**src/rtl/pwm24_channel.sv**
```systemverilog
module pwm24_channel #(
  parameter int LOW_W  = 16,
  parameter int HIGH_W = 8,
  parameter int AW     = 3
) (
  input  logic              clk,
  input  logic              rst_n,
  input  logic              wr_en,
  input  logic [AW-1:0]     wr_addr,
  input  logic [LOW_W-1:0]  wr_data,
  output logic              pwm_o,
  output logic              evt_raw_o,
  output logic              irq_o
);
  localparam int TW = LOW_W + HIGH_W;
  localparam logic [AW-1:0] A_MODE = AW'(0);
  localparam logic [AW-1:0] A_CTRL = AW'(1);
  localparam logic [AW-1:0] A_PLO  = AW'(2);
  localparam logic [AW-1:0] A_PHI  = AW'(3);
  localparam logic [AW-1:0] A_MLO  = AW'(4);
  localparam logic [AW-1:0] A_MHI  = AW'(5);
  localparam logic [AW-1:0] A_MASK = AW'(6);
  localparam logic [AW-1:0] A_CLR  = AW'(7);

  logic [4:0]        mode_q;
  logic [3:0]        ctrl_q;
  logic [LOW_W-1:0]  per_lo_q, mat_lo_q;
  logic [HIGH_W-1:0] per_hi_q, mat_hi_q;
  logic              mask_q;
  logic [TW-1:0]     cnt_q, mat_act_q;
  logic              pwm_q, prev_q, status_q;

  always_ff @(posedge clk or negedge rst_n) begin
    if (!rst_n) begin
      mode_q <= '0; ctrl_q <= '0; mask_q <= 1'b0;
      per_lo_q <= '0; per_hi_q <= '0; mat_lo_q <= '0; mat_hi_q <= '0;
    end else if (wr_en) begin
      case (wr_addr)
        A_MODE: mode_q   <= wr_data[4:0];
        A_CTRL: ctrl_q   <= wr_data[3:0];
        A_PLO:  per_lo_q <= wr_data;
        A_PHI:  per_hi_q <= wr_data[HIGH_W-1:0];
        A_MLO:  mat_lo_q <= wr_data;
        A_MHI:  mat_hi_q <= wr_data[HIGH_W-1:0];
        A_MASK: mask_q   <= wr_data[0];
        default: ;
      endcase
    end
  end

  wire pwm_sel  = mode_q[3] & ~mode_q[2] & (mode_q[1:0] == 2'd2);
  wire active   = pwm_sel & ctrl_q[0];
  wire [TW-1:0] per_live = {per_hi_q, per_lo_q};
  wire [TW-1:0] mat_live = {mat_hi_q, mat_lo_q};
  wire clr_wr   = wr_en && (wr_addr == A_CLR) && wr_data[0];
  wire [1:0] ev = ctrl_q[2:1];
  wire on_rise  = (ev == 2'd0) || (ev == 2'd3);
  wire on_fall  = (ev == 2'd1) || (ev == 2'd3);
  wire rise     = pwm_q & ~prev_q;
  wire fall     = ~pwm_q & prev_q;
  wire edge_hit = active & ((rise & on_rise) | (fall & on_fall));

  always_ff @(posedge clk or negedge rst_n) begin
    if (!rst_n) begin
      cnt_q <= '0; mat_act_q <= '0;
    end else if (!active) begin
      cnt_q <= '0;
    end else if (cnt_q == '0) begin
      cnt_q     <= per_live;
      mat_act_q <= mat_live;
    end else begin
      cnt_q <= cnt_q - 1'b1;
    end
  end

  always_ff @(posedge clk or negedge rst_n) begin
    if (!rst_n) begin
      pwm_q <= 1'b0; prev_q <= 1'b0; status_q <= 1'b0;
    end else begin
      pwm_q  <= active & ((cnt_q > mat_act_q) ^ ctrl_q[3]);
      prev_q <= pwm_q;
      if (edge_hit)    status_q <= 1'b1;
      else if (clr_wr) status_q <= 1'b0;
    end
  end

  assign pwm_o     = pwm_q;
  assign evt_raw_o = status_q;
  assign irq_o     = status_q & mode_q[4] & mask_q;

  p_idle_r2: assert property (@(posedge clk) disable iff (!rst_n)
    !active |=> !pwm_o);
  p_count_r3: assert property (@(posedge clk) disable iff (!rst_n)
    (active && cnt_q != '0) |=> (cnt_q == $past(cnt_q) - 1'b1));
  p_reload_r8: assert property (@(posedge clk) disable iff (!rst_n)
    (active && cnt_q == '0) |=> (cnt_q == $past(per_live) && mat_act_q == $past(mat_live)));
  p_setwins_r11: assert property (@(posedge clk) disable iff (!rst_n)
    edge_hit |=> evt_raw_o);
  p_clear_r11: assert property (@(posedge clk) disable iff (!rst_n)
    (clr_wr && !edge_hit) |=> !evt_raw_o);
  p_hold_r12: assert property (@(posedge clk) disable iff (!rst_n)
    !active |=> (cnt_q == '0));
endmodule

```
**config.mk**
```make
export PLATFORM = sky130hd
export DESIGN_NAME = pwm24_channel
export DESIGN_NICKNAME = d
export VERILOG_FILES = /design/src/rtl/pwm24_channel.sv
export SDC_FILE = /design/constraint.sdc
export NUM_CORES = 1
export LEC_CHECK = 0
export BUFFER_PORTS_ARGS = -buffer_cell sky130_fd_sc_hd__buf_2
export CAP_MARGIN = 20
export CORE_ASPECT_RATIO = 0.9
export CORE_UTILIZATION = 55
export CTS_CLUSTER_DIAMETER = 60
export CTS_CLUSTER_SIZE = 10
export DETAILED_ROUTE_END_ITERATION = 10
export PLACE_DENSITY_LB_ADDON = 0.08
export SYNTH_ARGS = -nofsm -noshare
export SYNTH_HDL_FRONTEND = slang
export SYNTH_SLANG_ARGS = --single-unit
```
**constraint.sdc**
```tcl
create_clock -name clk -period 2.5 [get_ports clk]
set_input_delay 0.625 -clock clk [delete_from_list [all_inputs] [get_ports clk]]
set_output_delay 0.625 -clock clk [all_outputs]
set_load 0.1 [all_outputs]
```
* Word-level counts from Yosys, hierarchy flattened *
Index checks and enable logic that the tools add are counted.

storage, ports and cells
  bits of input ports = 22
  output and inout port bits = 3
  register bits = 109

operators by class
  equal/unequal tests = 10
  add/subtract/negate cells = 1
  muxes and demuxes = 4
  bitwise gates (word level) = 16
  reductions and logical operators = 16
  magnitude comparators = 1

operator list
  operator               number
  $mux 24                2
  $gt 24x24->1           1
  $logic_not 24->1       1
  $sub 24x1->24 const B  1
  $reduce_and 2->1       8
  $eq 3x3->1 const B     4
  $and 1x1->1            11
  $eq 3x2->1 const B     2
  $eq 2x2->1 const B     2
  $eq 3x1->1 const B     1
  $logic_not 3->1        1
  $not 1->1              3
  $eq 2x1->1 const B     1
  $logic_and 1x1->1      2
  $logic_not 2->1        1
  $logic_or 1x1->1       2
  $mux 1                 2
  $reduce_bool 2->1      1
  $or 1x1->1             1
  $xor 1x1->1            1

* Depth between registers and ports, before layout *
Gate-level depths: netlist of the first run.

  depth after elaboration = 6
  mapped depth = 9
  gate-level depth less buffers = 8

* Least setup slack after synthesis of the first run *
No wires, ideal clock.

  path type = register to register
  start point = register cnt_q[10]
  end point = register mat_act_q[0]
  stages on the path, launching flop included = 9
  setup slack = -215 ps
  required time = 2,375 ps
  arrival = 2,589 ps
  library setup time = 125 ps
  cell sequence = dfrtp_1 or3_4 or4_1 buf_2 or4_4 or2_1 buf_6 buf_6 mux2_4

between the ends
  cells in the longest elaborated chain, start to end = 2

ends and longest elaborated chain
  what                        RTL line  source
  from (decl)                 30        logic [TW-1:0] cnt_q, mat_act_q;
  from (signal assigned)      69        cnt_q <= per_live;
  from (signal assigned)      72        cnt_q <= cnt_q - 1'b1;
  $logic_not 24->1            68        end else if (cnt_q == '0) begin
  $reduce_and 2->1 (no line)  -
  to (signal assigned)        70        mat_act_q <= mat_live;
  to (decl)                   30

Every way passes these cells.
A chain may end at the register's enable or synchronous reset.

* Worst setup path in the final report of the first run *
  start point = register cnt_q[12]
  end point = register mat_act_q[4]

Same word-level chain as after synthesis.

==> results of run 1 <==
[kinds of logic (layout without fill, tap and decap cells)]
group | after synthesis | after routing
flops | 109 | 109
simple gates | 102 | 102
mux | 83 | 83
compound gates | 56 | 56
buf+inv | 47 | 98
fa+ha+maj | 28 | 28
xor+xnor | 15 | 15
[layout make-up]
class | instances | area, sq um
Multi-Input combinational cell | 284 | 2380
Timing Repair Buffer | 50 | 347
Inverter | 32 | 120
Tap cell | 122 | 153
Fill cell | 746 | 3260
Clock inverter | 7 | 97.6
Clock buffer | 9 | 124
Sequential cell | 109 | 2730
[synthesized netlist by cell type (2+ instances only)]
library cell | instances | share of area (%)
nand4_1 | 6 | 0.71
a31oi_1 | 2 | 0.24
buf_6 | 3 | 0.64
ha_1 | 28 | 6.6
a211oi_1 | 18 | 2.6
xnor2_1 | 11 | 1.8
o31a_1 | 2 | 0.33
a311oi_1 | 3 | 0.50
nand3_1 | 6 | 0.57
nand4b_1 | 3 | 0.50
or4_1 | 2 | 0.28
dfrtp_1 | 109 | 52
xor2_1 | 4 | 0.66
inv_1 | 32 | 2.3
nor2b_1 | 3 | 0.36
nor3_1 | 13 | 1.2
mux2_2 | 62 | 13
nor2_1 | 37 | 2.6
a21oi_1 | 16 | 1.5
clkbuf_1 | 11 | 0.78
o21ai_0 | 12 | 1.1
mux2_4 | 20 | 5.7
nor4_1 | 4 | 0.47
nand2_1 | 15 | 1.1
nor3b_1 | 5 | 0.71
[worst max path at each step]
stage / from / to / slack, ps
detailed placement: cnt_q[12] / mat_act_q[2] / -120
CTS: cnt_q[12] / mat_act_q[10] / -60
global placement: cnt_q[12] / mat_act_q[3] / -70
global route: cnt_q[12] / mat_act_q[10] / -90
finish: cnt_q[12] / mat_act_q[4] / -70
floorplan: cnt_q[10] / mat_act_q[0] / -210
[metrics by stage]
step | util [%] | worst slack [ps] | cells
after detailed placement | 61.9 | -116 | 596
after floorplan | - | -215 | 440
after CTS | 64.5 | -62.3 | 612
after global routing | 64.6 | -89.9 | 613
final | 64.6 | -71.8 | 613
after global placement | 61.9 | -72.5 | 596
[where the power goes]
group / internal (mW) / leakage (nW) / switching (mW) / total (mW)
Clock: 0.567 / 0.106 / 0.597 / 1.16
Sequential: 2.15 / 1.39 / 0.236 / 2.39
Combinational: 0.930 / 1.38 / 1.12 / 2.05
Total: 3.65 / 2.87 / 1.96 / 5.60
[state kept, by name, indices dropped and copies added (netlist names)]
| signal | cells |
|---|---|
| mat_hi_q | 8 |
| per_hi_q | 8 |
| mask_q | 1 |
| mat_act_q | 24 |
| per_lo_q | 16 |
| pwm_o | 1 |
| cnt_q | 24 |
| prev_q | 1 |
| evt_raw_o | 1 |
| ctrl_q | 4 |
| mat_lo_q | 16 |
| mode_q | 5 |
[timing repair]
| action | CTS | global route |
|---|---|---|
| endpoints found under the hold margin | 0 | 0 |
| resized for setup | 3 | 1 |
| endpoints found under the setup margin | 25 | 28 |
| hold buffers | 0 | 0 |
| buffers inserted | 0 | 1 |
[per-layer routing]
metal | up-vias | global-route usage [%]
met5 | - | 0
met4 | 0 | 5.99
met3 | 4 | 5.18
met2 | 39 | 37.1
met1 | 1731 | 35.4
li1 | 1646 | -
==> impl_metrics.json, run 1 <==
{
  "violations": "setup timing",
  "grtUsageTotal_pct": 24.3,
  "path_clk_slew_ps": 100,
  "synth_area_sq_um": 5290,
  "dr_wl_met2_mm": 4.91,
  "clk_path_buf_depth": 2,
  "irDropWorstVdd_v": 0.000476,
  "synth_edf_count": 0,
  "finalWorstSetupSlack_ps": -71.8,
  "ioPinCount": 25,
  "fin_area_sq_um": 5950,
  "io_buffers": 24,
  "fin_skew_ps": 8.27,
  "wl_per_cell_um": 17.5,
  "die_h_um": 95.0,
  "p_leak_nw": 2.87,
  "dieArea_sq_um": 10000,
  "ys.flop_type": "dfrtp_1",
  "yosysSeqAreaShare_pct": 51.6,
  "crit_chain": "or3_4 -> or4_4 -> or4_4 -> or2_4 -> buf_12 -> mux2_4",
  "place_hpwl_mm": 7.67,
  "hold_ws_ps": 202,
  "cts_tree": "done",
  "timing.fmax_mhz": 389,
  "syn_to_final_growth_pct": 12.5,
  "routed_wl_mm": 10.7,
  "drc": 0,
  "synth-warning-count": 0,
  "final_cell_mix": "dfrtp_1, mux2_2, nor2_1",
  "ys_ff_latch": 109,
  "synth_cell_types": 38,
  "grt_pass1_wl_mm": 18.0,
  "synthesis.nets": 490,
  "crit_type": "reg -> reg",
  "finalMaxSlewViolations": 0,
  "final.setup.tns_ps": -1170,
  "dr_wl_met3_um": 384,
  "setup.worst_path.start_class": "flop",
  "hold_viol_final": 0,
  "required_ps": 2760,
  "synth_xor_area_share_pct": 2.49,
  "drv_cap": 0,
  "grt_max_degree": 51,
  "initial_utilization_pct": 57.4,
  "place_area_sq_um": 5700,
  "top_layer": "met4",
  "drt_iter0_drc": 221,
  "layout-drive-gt1-share_pct": 31.8,
  "synth_mux_area_share_pct": 19.1,
  "tightest_slew_ps": 597,
  "synth_adder_area_share_pct": 6.63,
  "drtAntennaViolNets": 0,
  "hold_path_class": "in -> async",
  "fin_crit_sh_pct": 103,
  "htree_num_levels": 3,
  "worst-path-stages": 6,
  "slew_headroom_pct": 60.0,
  "postSynthAreaPerCell_sq_um": 12.0,
  "diodes": 0,
  "layout_commonest_cell": "dfrtp_1",
  "clkLatencyLatePin_ps": 380,
  "rsz0062_at_grt": "yes",
  "grt_overflow": 0,
  "vias": 3420,
  "clkSinkCount": 109,
  "arrival_ps": 2840,
  "setup_viol": 24,
  "cp_common_cell": "or4_4",
  "vias_per_cell": 5.58,
  "r2r-start": "cnt_q[12]",
  "synth_compound_area_share_pct": 6.72,
  "critPathSlowestCell": "or4_4",
  "finalWeightedCongestion": 0.893,
  "nNetsFinal": 536,
  "root_buffer": "clkbuf_8",
  "p_total_mw": 5.60,
  "cp_num_buf_inv": 1,
  "drt_pre_antenna_iters": 4,
  "cts_inserted_buffers": 9,
  "reg2regPathDepth": 6,
  "cp-end-kind": "flop",
  "syn_inst": 440,
  "core_sq_um": 9210,
  "status": "finished, violations left",
  "regToRegSetupSlack_ps": -70,
  "wl_met1_mm": 5.33,
  "antenna_found_initial": 0,
  "period_needed_ps": 2570,
  "path_delay_family": "simple AND/OR/NAND/NOR gates",
  "grt_pass1_vias": 3416,
  "placementRows": 33,
  "yosys.area_share.simple_pct": 9.68,
  "synth_top_family_by_area": "multiplexers",
  "power.density_nw_per_um2": 942,
  "die_x_um": 105,
  "cp_slowest_stage_delay_ps": 490,
  "crit_fanout": 15,
  "async_reset_ff_share_pct": 100,
  "r2r_end": "mat_act_q[4]"
}
Note: power is estimated with default switching activity, not from simulation.
==> inputs of run 2 (changes only) <==
Settings changed: CORE_ASPECT_RATIO 0.9 to 1.5, HOLD_SLACK_MARGIN set to 0.03.
==> impl_metrics.json, run 2 (same netlist as run 1, synthesis figures left out) <==
{
  "status": "finished, violations left",
  "violations": "setup timing",
  "irDropWorstVdd_v": 0.000731,
  "path_clk_slew_ps": 70,
  "final.setup.tns_ps": -1200,
  "rsz0062_at_grt": "yes",
  "cp-end-kind": "flop",
  "clkSinkCount": 109,
  "grt_pass1_vias": 3569,
  "grtUsageTotal_pct": 26.2,
  "drv_cap": 0,
  "fin_crit_sh_pct": 102,
  "power.density_nw_per_um2": 984,
  "timing.fmax_mhz": 391,
  "cp_num_buf_inv": 1,
  "cts_setup_buffers": 0,
  "clk_path_buf_depth": 2,
  "hold_path_class": "in -> async",
  "setup.worst_path.start_class": "flop",
  "cp_common_cell": "or4_4",
  "grt_pass1_wl_mm": 18.6,
  "wl_per_cell_um": 19.0,
  "routed_wl_mm": 11.5,
  "clkLatencyLatePin_ps": 350,
  "layout-drive-gt1-share_pct": 32.0,
  "required_ps": 2730,
  "htree_num_levels": 3,
  "die_x_um": 82.0,
  "drtAntennaViolNets": 0,
  "root_buffer": "clkbuf_16",
  "place_hpwl_mm": 8.16,
  "top_layer": "met4",
  "crit_fanout": 12,
  "die_h_um": 122,
  "r2r-start": "cnt_q[12]",
  "place_area_sq_um": 5710,
  "reg2regPathDepth": 6,
  "cts_tree": "done",
  "wl_met1_mm": 4.52,
  "fill_cells": 720,
  "finalWeightedCongestion": 0.840,
  "finalWorstSetupSlack_ps": -58.2,
  "vias": 3463,
  "ioPinCount": 25,
  "hold_viol_final": 0,
  "startpoint": "cnt_q[12]",
  "r2r_end": "mat_act_q[17]",
  "antenna_found_initial": 0,
  "nNetsFinal": 537,
  "dr_wl_met3_um": 222,
  "drt_pre_antenna_iters": 4,
  "fin_area_sq_um": 6080,
  "placed_cells": 587,
  "setup_viol": 24,
  "path_delay_family": "simple AND/OR/NAND/NOR gates",
  "endpoint": "mat_act_q[17]",
  "io_buffers": 24,
  "dieArea_sq_um": 10000,
  "placementRows": 43,
  "p_leak_nw": 2.94,
  "drt_iter0_drc": 139,
  "cp_slowest_stage_delay_ps": 490,
  "finalMaxSlewViolations": 0,
  "reg_top3": "cnt_q: 24 flops, mat_act_q: 24 flops",
  "core_sq_um": 9310,
  "tightest_slew_ps": 524,
  "worst-path-stages": 6,
  "diodes": 0,
  "regToRegSetupSlack_ps": -60,
  "crit_chain": "or3_4 -> or4_4 -> or4_4 -> or2_4 -> buf_12 -> mux2_4",
  "fin_cells": 603,
  "vias_per_cell": 5.74,
  "drc": 0,
  "grt_max_degree": 48,
  "slew_headroom_pct": 65.0,
  "critPathSlowestCell": "or4_4",
  "period_needed_ps": 2560,
  "crit_type": "reg -> reg",
  "layout_commonest_cell": "dfrtp_1",
  "grt_overflow": 0,
  "arrival_ps": 2790,
  "final_cell_mix": "dfrtp_1, mux2_2, nor2_1",
  "syn_to_final_growth_pct": 15.0,
  "cts_inserted_buffers": 9,
  "initial_utilization_pct": 56.8,
  "dr_wl_met2_mm": 6.44,
  "fin_skew_ps": 8.08
}
## run 2: routing by layer
layer	track usage, %	up-vias
li1	-	1651
met1	28.3	1745
met2	48.6	48
met3	4.42	19
met4	11.2	0
met5	0	-
## run 2: what timing repair did
item / 4_1_cts / 5_1_grt
cloned: 1 / 0
hold buffers: 0 / 0
endpoints found under the setup margin: 24 / 28
resized for setup: 3 / 2
## run 2: report_power, final
group          internal, mW  switching (mW)
logic                 0.943            1.13
registers              2.15           0.237
clock network         0.903           0.613
total                  4.00            1.98
## run 2: layout make-up
cell class / count / area (sq um) / area share (%)
clock inverter: 5 / 82.6 / 1.36
inverter: 32 / 120 / 1.98
multi-input combinational: 284 / 2380 / 39.2
tap: 112 / 140 / 2.31
timing repair buffer: 51 / 383 / 6.30
sequential: 109 / 2730 / 44.9
clock buffer: 10 / 239 / 3.93
## run 2: worst min-delay path by stage
stage                   endpoint   from  depth (start not counted)
CTS                 per_lo_q[12]  rst_n                          1
floorplan               cnt_q[0]  rst_n                          0
finish              per_lo_q[12]  rst_n                          1
global placement          prev_q  pwm_o                          0
global route        mat_lo_q[13]  rst_n                          1
detailed placement        prev_q  pwm_o                          0
## run 2: through the flow
stage	util, %	hold WS (ps)	setup slack (ps)	total power, mW
global route	65.3	281	-111	6.36
floorplan	-	329	-215	3.87
finish	65.3	254	-58.2	5.98
detailed placement	61.4	427	-68.0	4.44
global placement	61.4	426	-43.0	4.37
CTS	65.2	263	-58.0	6.00
==> inputs of run 3 (changes only) <==
Settings changed: ABC_AREA set to 1, CORE_MARGIN set to 5, CORE_UTILIZATION 55 to 56.
==> impl_metrics.json, run 3 <==
{
  "synth_edf_count": 0,
  "postSynthAreaPerCell_sq_um": 8.14,
  "tightest_slew_ps": 592,
  "fill_cells": 850,
  "grt_pass1_vias": 4426,
  "synth.most_common_cell": "nand2_1",
  "place_hpwl_mm": 9.42,
  "ys.flop_type": "dfrtp_1",
  "status": "finished, final reports clean",
  "fin_area_sq_um": 6070,
  "dieArea_sq_um": 11900,
  "required_ps": 2790,
  "drt_iter0_drc": 276,
  "p_total_mw": 5.28,
  "place_area_sq_um": 5750,
  "finalMaxSlewViolations": 0,
  "setup_viol": 0,
  "root_buffer": "clkbuf_16",
  "rsz0062_at_grt": "no",
  "fin_cells": 818,
  "cts_inserted_buffers": 9,
  "layout_commonest_cell": "nand2_1",
  "drtAntennaViolNets": 0,
  "cts_tree": "done",
  "slew_headroom_pct": 60.4,
  "synth_cell_types": 32,
  "crit_fanout": 16,
  "wl_per_cell_um": 15.7,
  "initial_utilization_pct": 56.9,
  "yosysSeqAreaShare_pct": 49.7,
  "ys_top_cells_by_area": "dfrtp_1, nand2_1, ha_1",
  "hold_ws_ps": 226,
  "p_leak_nw": 3.32,
  "antenna_found_initial": 0,
  "ctsHoldBuffers": 0,
  "period_needed_ps": 2000,
  "drv_cap": 0,
  "grtUsageTotal_pct": 22.6,
  "htree_num_levels": 3,
  "syn_to_final_growth_pct": 10.6,
  "timing.fmax_mhz": 500,
  "synth-warning-count": 0,
  "fin_crit_sh_pct": 79.9,
  "synth_top_area_share_pct": 49.7,
  "clkLatencyLatePin_ps": 350,
  "cts_setup_buffers": 0,
  "nNetsFinal": 748,
  "cts_resized": 0,
  "reg_top3": "cnt_q: 24 flops, mat_act_q: 24 flops",
  "syn_inst": 674,
  "vias_per_cell": 5.45,
  "setup.worst_path.start_class": "flop",
  "hold_path_class": "in -> async",
  "placed_cells": 802,
  "fin_skew_ps": 4.23,
  "yosys.area.top_type": "dfrtp_1",
  "core_sq_um": 9630,
  "cp-end-kind": "flop",
  "synth_commonest_cells": "nand2_1, dfrtp_1, inv_1, nor2_1, o21ai_0",
  "routed_wl_mm": 12.8,
  "drc": 0,
  "ys_ff_latch": 109,
  "async_reset_ff_share_pct": 100,
  "layout-drive-gt1-share_pct": 9.96,
  "grt_max_degree": 48,
  "synth_area_sq_um": 5490,
  "crit_type": "reg -> reg",
  "irDropWorstVdd_v": 0.000490,
  "clk_path_buf_depth": 2,
  "synthesis.nets": 724,
  "arrival_ps": 2290,
  "finalWeightedCongestion": 0.876,
  "grt_overflow": 0,
  "die_x_um": 90.8,
  "power.density_nw_per_um2": 870,
  "hold_viol_final": 0,
  "io_buffers": 24,
  "vias": 4459,
  "drt_pre_antenna_iters": 5,
  "final_cell_mix": "nand2_1, dfrtp_1, inv_1",
  "placementRows": 44,
  "final.setup.tns_ps": 0,
  "path_clk_slew_ps": 70,
  "grt_pass1_wl_mm": 21.7,
  "diodes": 0,
  "clkSinkCount": 109,
  "die_h_um": 131,
  "ioPinCount": 25
}
[run 3: cell types whose count changed in the layout (fill, tap and decap cells not counted), moves of 17 or more]
| cell | before | now |
|---|---|---|
| o21ai_1 | 0 | 18 |
| nand3_1 | 6 | 49 |
| a211oi_1 | 17 | 0 |
| o21ai_0 | 12 | 60 |
| nand2_1 | 15 | 185 |
| inv_1 | 32 | 75 |
| mux2_2 | 62 | 0 |
| mux2_4 | 20 | 0 |
| nor2_1 | 37 | 61 |
[run 3: cell families after synthesis]
group           after synthesis  synth area share [%]
xor+xnor                     13                  2.08
simple gates                324                  25.0
buf+inv                     101                  7.34
flops                       109                  49.7
compound gates               99                  9.42
fa+ha+maj                    28                  6.39
[run 3: final cells by class]
type	count	area, sq um	share of cell area (%)
flip-flops and latches	109	2730	45.0
clock inverters	2	38.8	0.639
repair buffers	33	215	3.55
inverters	81	304	5.01
multi-input cells	464	2360	38.9
well taps	115	144	2.37
clock buffers	14	274	4.52
[run 3: worst max-delay path, cell delays in order, from the launching register on]
cell and delay (ps):
dfrtp_1 380, inv_1 120, ha_1 160, inv_1 80, nor3_2 190, nand3_1 160, nor2_4 390, buf_4 280
nand3_1 100, nand2_1 80
[run 3: path summary, 6_finish.rpt]
kind / from / end / slack, ps / cells past startpoint
worst max-delay path: cnt_q[0] / mat_act_q[20] / 500 / 9
worst min-delay path: rst_n / mat_act_q[12] / 230 / 1
min in group clk: cnt_q[0] / cnt_q[0] / 450 / 1
worst max register to register: cnt_q[0] / mat_act_q[20] / 500 / 9
worst min register to register: cnt_q[0] / cnt_q[0] / 450 / 1
max in group asynchronous: rst_n / per_lo_q[5] / 1660 / 2
[run 3: power by group]
part	internal (mW)	switching (mW)	leakage (nW)
combinational	0.502	0.960	1.74
clock	0.864	0.622	0.154
sequential	2.11	0.223	1.43
[run 3: layer usage]
metal / global-route usage [%] / vias up / share of wire (%)
met5: 0 / - / 0
met4: 8.32 / 0 / 2.7
met3: 4.92 / 33 / 4.1
met2: 36.6 / 105 / 49
met1: 29.8 / 2126 / 44
li1: - / 2195 / -
[run 3: through the flow]
step | setup slack (ps) | utilization [%]
floorplan | 230 | -
global placement | 592 | 59.7
detailed placement | 541 | 59.7
CTS | 536 | 63.0
global route | 338 | 63.0
finish | 502 | 63.0
